$ cat src/rtl/acorr_fail_monitor.sv
module acorr_fail_monitor #(
  parameter int START_W   = 14,
  parameter int FAIL_W    = 8,
  parameter int WORD_W    = 32,
  parameter int RUN_LIMIT = 4
) (
  input  logic              clk,
  input  logic              rst_n,
  input  logic              test_start,
  input  logic              test_done,
  input  logic              test_fail,
  input  logic              bypass,
  input  logic              stat_wr,
  output logic [WORD_W-1:0] stat_word,
  output logic              fatal_err,
  output logic              halted
);
  localparam int RUN_W  = $clog2(RUN_LIMIT + 1);
  localparam int PAD_W  = WORD_W - START_W - FAIL_W;
  localparam logic [START_W-1:0] START_MAX = '1;
  localparam logic [FAIL_W-1:0]  FAIL_MAX  = '1;
  localparam logic [RUN_W-1:0]   RUN_LAST  = RUN_W'(RUN_LIMIT - 1);

  logic [START_W-1:0] starts_q;
  logic [FAIL_W-1:0]  fails_q;
  logic [RUN_W-1:0]   run_q;

  wire active   = !bypass && !halted;
  wire frozen   = (starts_q == START_MAX) || (fails_q == FAIL_MAX);
  wire fail_evt = active && test_done && test_fail;
  wire pass_evt = active && test_done && !test_fail;
  wire trip     = fail_evt && (run_q == RUN_LAST);

  always_ff @(posedge clk or negedge rst_n) begin
    if (!rst_n) begin
      starts_q <= '0;
      fails_q  <= '0;
    end else if (stat_wr) begin
      starts_q <= '0;
      fails_q  <= '0;
    end else if (active && !frozen) begin
      if (test_start) starts_q <= starts_q + 1'b1;
      if (fail_evt)   fails_q  <= fails_q + 1'b1;
    end
  end

  always_ff @(posedge clk or negedge rst_n) begin
    if (!rst_n) begin
      run_q     <= '0;
      fatal_err <= 1'b0;
      halted    <= 1'b0;
    end else begin
      fatal_err <= trip;
      if (trip) halted <= 1'b1;
      if (pass_evt) run_q <= '0;
      else if (fail_evt && run_q != RUN_LAST) run_q <= run_q + 1'b1;
    end
  end

  assign stat_word = {{PAD_W{1'b0}}, fails_q, starts_q};

  p_pad_zero_r1: assert property (@(posedge clk) disable iff (!rst_n)
    stat_word[WORD_W-1:START_W+FAIL_W] == '0);

  p_start_step_r2: assert property (@(posedge clk) disable iff (!rst_n)
    (test_start && !bypass && !halted && !stat_wr && !frozen)
      |=> stat_word[START_W-1:0] == $past(stat_word[START_W-1:0]) + 1'b1);

  p_pass_no_count_r3: assert property (@(posedge clk) disable iff (!rst_n)
    (test_done && !test_fail && !stat_wr)
      |=> $stable(stat_word[START_W+FAIL_W-1:START_W]));

  p_clear_r4: assert property (@(posedge clk) disable iff (!rst_n)
    stat_wr |=> stat_word == '0);

  p_frozen_r5: assert property (@(posedge clk) disable iff (!rst_n)
    (frozen && !stat_wr) |=> $stable(stat_word));

  p_fatal_once_r6: assert property (@(posedge clk) disable iff (!rst_n)
    fatal_err |=> !fatal_err);

  p_fatal_halts_r6: assert property (@(posedge clk) disable iff (!rst_n)
    fatal_err |-> halted);

  p_halt_sticky_r7: assert property (@(posedge clk) disable iff (!rst_n)
    halted |=> halted);

  p_halt_quiet_r7: assert property (@(posedge clk) disable iff (!rst_n)
    (halted && !stat_wr) |=> $stable(stat_word));

  p_bypass_quiet_r8: assert property (@(posedge clk) disable iff (!rst_n)
    (bypass && !stat_wr) |=> $stable(stat_word) && !fatal_err);
endmodule

$ cat config.mk
export PLATFORM = sky130hd
export DESIGN_NAME = acorr_fail_monitor
export DESIGN_NICKNAME = d
export VERILOG_FILES = /design/src/rtl/acorr_fail_monitor.sv
export SDC_FILE = /design/constraint.sdc
export NUM_CORES = 1
export LEC_CHECK = 0
export CORE_UTILIZATION = 52
export CTS_BUF_LIST = sky130_fd_sc_hd__clkbuf_8 sky130_fd_sc_hd__clkbuf_16
export DETAILED_ROUTE_END_ITERATION = 8
export PLACE_DENSITY = 0.85
export SLEW_MARGIN = 20
export SYNTH_ARGS = -nofsm -noshare
export SYNTH_HDL_FRONTEND = slang
export SYNTH_SLANG_ARGS = --single-unit
$ cat constraint.sdc
create_clock -name clk -period 3.2 [get_ports clk]
set_clock_uncertainty 0.15 [all_clocks]
set_input_delay 0.8 -clock clk [delete_from_list [all_inputs] [get_ports clk]]
set_output_delay 0.8 -clock clk [all_outputs]
set_load 0.01 [all_outputs]
### After elaboration in Yosys (flattened, before gate mapping)

Index checks and enable logic that the tools add are counted.

* output and inout bits: 34
* input bits: 7
* flip-flop bits (word level): 27

* mux-type cells: 8
* reduce and logical (&&, ||, !) cells: 18
* add/subtract/negate cells: 3
* equality and inequality tests: 4

Operators by type and width (count)
* $mux 14: 3
* $mux 8: 3
* $add 14x1->14 const B: 1
* $eq 14x14->1 const B: 1
* $add 8x1->8 const B: 1
* $eq 8x8->1 const B: 1
* $reduce_bool 2->1: 4
* $logic_and 1x1->1: 7
* $mux 3: 2
* $logic_not 1->1: 4
* $reduce_and 2->1: 2
* $add 3x1->3 const B: 1
* $eq 3x2->1 const B: 1
* $ne 3x2->1 const B: 1
* $logic_or 1x1->1: 1

### Depth between registers and ports, before layout

* word-level depth: 7
* mapped depth: 7
* mapped depth without buffers: 5

### Worst setup path after synthesis

No wires, ideal clock.

* kind: input -> register
* from: in test_start
* to: reg starts_q[5]
* stages on the path: 5
* setup time: 0.078 ns
* setup slack: 1.120 ns
* data arrival time: 1.852 ns
* path buffers: 1
* data required time: 2.972 ns
* path through: and4_1 o211ai_1 clkbuf_1 or4_1 a21oi_1

* longest elaborated chain between the ends: 2

RTL lines
* start, declared: RTL line 9 `input logic test_start,`
* $reduce_bool 2->1 (no line)
* $reduce_and 2->1 (no line)
* end signal, assigned: RTL line 42 `if (test_start) starts_q <= starts_q + 1'b1;`
* end, declared: RTL line 24 `logic [START_W-1:0] starts_q;`

No other way between the ends.
A chain may end at the register's enable or synchronous reset.

### Worst setup path after layout

* from: in bypass
* to: reg starts_q[6]

* longest elaborated chain between the ends: 5

RTL lines
* start, declared: RTL line 12 `input logic bypass,`
* $logic_not 1->1: RTL line 28 `wire active = !bypass && !halted;`
* $logic_and 1x1->1: RTL line 28
* $logic_and 1x1->1: RTL line 41 `end else if (active && !frozen) begin`
* $reduce_bool 2->1 (no line)
* $reduce_and 2->1 (no line)

No other way between the ends.

==> metrics.md <==
| Metric | Value |
|---|---|
| Post-synthesis register bit count | `27` |
| Max-slew violation total from the final report | `0` |
| Pwr Density | `376.8 mW/mm^2` |
| VDD IR max | `0.1818 mV` |
| Comb power frac | `0.185` |
| Yosys top cell area share | `0.4348` |
| Worst-path fanout max | `15` |
| Final setup vio count | `0` |
| Cell internal pwr | `0.5183 mW` |
| Clock Path Buffers | `2` |
| Area leader, netlist | `dfrtp_1` |
| Hold path depth | `1` |
| Worst-path cell chain | `clkdlybuf4s50_1 > nor2_1 > o211ai_1 > nor4_1 > mux2_2` |
| I/O pin count | `41` |
| Max-Cap Viols | `0` |
| Reg2reg setup slack | `960 ps` |
| P_leak | `0.7326 nW` |
| Via count | `1,369` |
| DIE HEIGHT | `56.67 um` |
| Worst Path Arrival | `2610 ps` |
| NumNets Final | `202` |
| CP Class | `in -> reg` |
| Routed wire length | `3262 um` |
| R2R depth | `5` |
| Core Region | `0.002805 mm^2` |
| CP peak stage delay | `430 ps` |
| Post-synth cell types | `34` |
| Port bufs | `30` |
| Root buffer cell | `clkbuf_8` |
| Initial antenna violation count | `0` |
| Worst hold path class | `reg -> reg` |
| Avg WL per Cell | `14.76 um` |
| Placer congestion estimate | `0.8091` |
| Sink Count | `27` |
| Iteration count of the initial detailed-routing pass | `6` |
| RSZ-0062 raised after global routing | `false` |
| Commonest register cell after synthesis | `dfrtp_1` |
| Final Cycle Share | `0.8121` |
| Final worst-path setup slack | `601.4 ps` |
| DRC errors left | `10` |
| Ant. Diodes | `0` |
| Largest net degree at the start of global routing | `31` |
| Hold Buf Count CTS | `0` |
| Synth Warn # | `0` |
| Reg-to-reg startpoint | `fails_q[0]$_DFFE_PN0P_` |
| CP max stage cell | `clkdlybuf4s50_1` |
| DRT antenna net count | `0` |
| Cell Area, Synth | `0.001554 mm^2` |
| Layout cells sized above 1 | `0.1000` |
| Total GRT Usage | `0.2213` |
| Post-synth ARST share | `1.000` |
| WP buf/inv | `1` |
| Fin crit period | `2599 ps` |
| Initial Utilization | `0.5540` |
| CP top delay family | `simple AND/OR/NAND/NOR gates` |
| CTS tree | `done` |
| Placed insts | `217` |
| Via density | `6.195` |
| First-pass GRT wire length | `5499 um` |
| Post CTS Setup Buffer Count | `0` |
| Post-synthesis sequential area ratio | `0.4348` |
| CTS buffer count | `3` |
| Die width | `56.67 um` |
| Place WS | `331.1 ps` |
| Clock share of power | `0.270` |
| Violation count after the first detailed-routing iteration | `38` |
| Clock H-tree levels | `1` |
| Worst-margin pin slew | `862.1 ps` |
| Min-delay src | `halted$_DFFE_PN0P_` |
| Sequential power share | `0.545` |
| Area growth syn-to-layout | `21.58%` |
| Vias in the first global route | `1,237` |
| Worst hold endpoint | `halted$_DFFE_PN0P_` |
| Post-DP HPWL | `2317 um` |
| Outcome | `complete, but fails checks` |
| Reg clk slew, reported paths | `90 ps` |
| Avg Cell Area, Syn | `9.652 um^2` |
| CTS resizes | `0` |
| Die area | `0.003211 mm^2` |
| Fin Setup TNS | `0 ps` |
| Largest cells by area after synthesis | `dfrtp_1, a21oi_1, o31ai_1` |
| Worst reg2reg path endpoint | `starts_q[6]$_DFFE_PN0P_` |
| Hold Fails Final Rpt | `0` |
| Gr ovfl total | `0` |
| Type of origin of the critical path | `input pin` |
| Failing checks | `design-rule violations` |
| Row Count | `19` |
| Clock latency on the worst-skew pair | `270 ps` |
| Critical Path Sink Type | `flop` |
| CP required | `3220 ps` |
| Max-slew headroom | `0.4227` |
| Final std cells w/o fill | `221` |
| Fmax | `384.8 MHz` |
| Mapped Cells | `161` |
| Psw | `0.1936 mW` |
| Post-synth EDFFs | `0` |
| Overall power | `0.7120 mW` |
| Switching part of the total | `0.2720` |
cell usage in the layout (no fill, tap or decap), types with 2 or more instances in the layout:
cell type,Yosys,routed
a21oi_1,22,22
a22o_1,3,3
and3_1,2,2
buf_4,10,3
clkbuf_8,0,3
clkdlybuf4s50_1,0,30
conb_1,1,10
dfrtp_1,27,27
ha_1,4,4
inv_1,4,5
mux2_2,2,2
nand2_1,6,6
nand3_1,4,4
nand4_1,5,5
nor2_1,3,3
o211ai_1,4,4
o21ai_0,11,11
o31ai_1,12,12
or3_1,6,6
or3_2,2,2
or3b_2,3,3
or4_1,11,11
state kept, by name (all words and copies together), names as in the netlist:
register	cells
fails_q	8
halted	1
run_q	3
fatal_err	1
starts_q	14
cell usage after synthesis (3+ instances only):
master / number
dfrtp_1: 27
a21oi_1: 22
o31ai_1: 12
o21ai_0: 11
or4_1: 11
buf_4: 10
nand2_1: 6
or3_1: 6
nand4_1: 5
ha_1: 4
inv_1: 4
nand3_1: 4
o211ai_1: 4
a22o_1: 3
buf_2: 3
clkbuf_1: 3
nor2_1: 3
or3b_2: 3
kinds of logic (layout without fill, tap and decap cells):
| family | Yosys count | in the layout | share of synthesized area |
|---|---|---|---|
| adder cells (fa/ha/maj) | 4 | 4 | 0.03221 |
| other | 1 | 10 | 0.002413 |
| AND/OR/NAND/NOR | 53 | 53 | 0.2287 |
| buffers and inverters | 21 | 41 | 0.08131 |
| AO/OA/AOI/OAI | 53 | 53 | 0.2061 |
| multiplexers | 2 | 2 | 0.01449 |
| flip-flops | 27 | 27 | 0.4348 |
metrics by stage:
step | hold slack, ps | area [um^2] | utilization
after floorplan | 351.3 | 1588 | -
after global placement | 366.9 | 1844 | 0.6574
after detailed placement | 387.4 | 1844 | 0.6574
after CTS | 412.4 | 1889 | 0.6735
after global routing | 426.3 | 1889 | 0.6735
final | 401.6 | 1889 | 0.6735
power groups by stage:
stage	sequential, mW	combinational, mW	clock [mW]
global route	0.391	0.146	0.212
CTS	0.388	0.133	0.195
finish	0.388	0.132	0.192
detailed placement	0.395	0.132	0
floorplan	0.394	0.0852	0
global placement	0.391	0.125	0
how the worst max path moves through the flow:
stage                                    endpoint  slack [ps]        from  cells after the start
after floorplan           starts_q[5]$_DFFE_PN0P_        1120  test_start                      5
after global placement    starts_q[6]$_DFFE_PN0P_         420      bypass                      5
after detailed placement  starts_q[6]$_DFFE_PN0P_         330      bypass                      5
after CTS                 starts_q[6]$_DFFE_PN0P_         620      bypass                      5
after global routing      starts_q[6]$_DFFE_PN0P_         510      bypass                      5
final                     starts_q[6]$_DFFE_PN0P_         600      bypass                      5
area by class of cell:
type,count,area [um^2]
timing repair buffer,33,322.8
sequential,27,675.6
clock buffer,3,41.29
clock inverter,1,3.754
fill,215,915.9
tap,31,38.79
multi-input combinational,122,792.0
inverter,4,15.01
routing by layer:
| layer | part of all wire | GRT usage | vias up |
|---|---|---|---|
| met3 | 0.051 | 0.03226 | 5 |
| met5 | 0 | 0 | - |
| met4 | 0.0095 | 0.07143 | 0 |
| li1 | - | - | 660 |
| met2 | 0.48 | 0.3759 | 46 |
| met1 | 0.46 | 0.2898 | 658 |
Note: power is estimated with default switching activity, not from simulation.
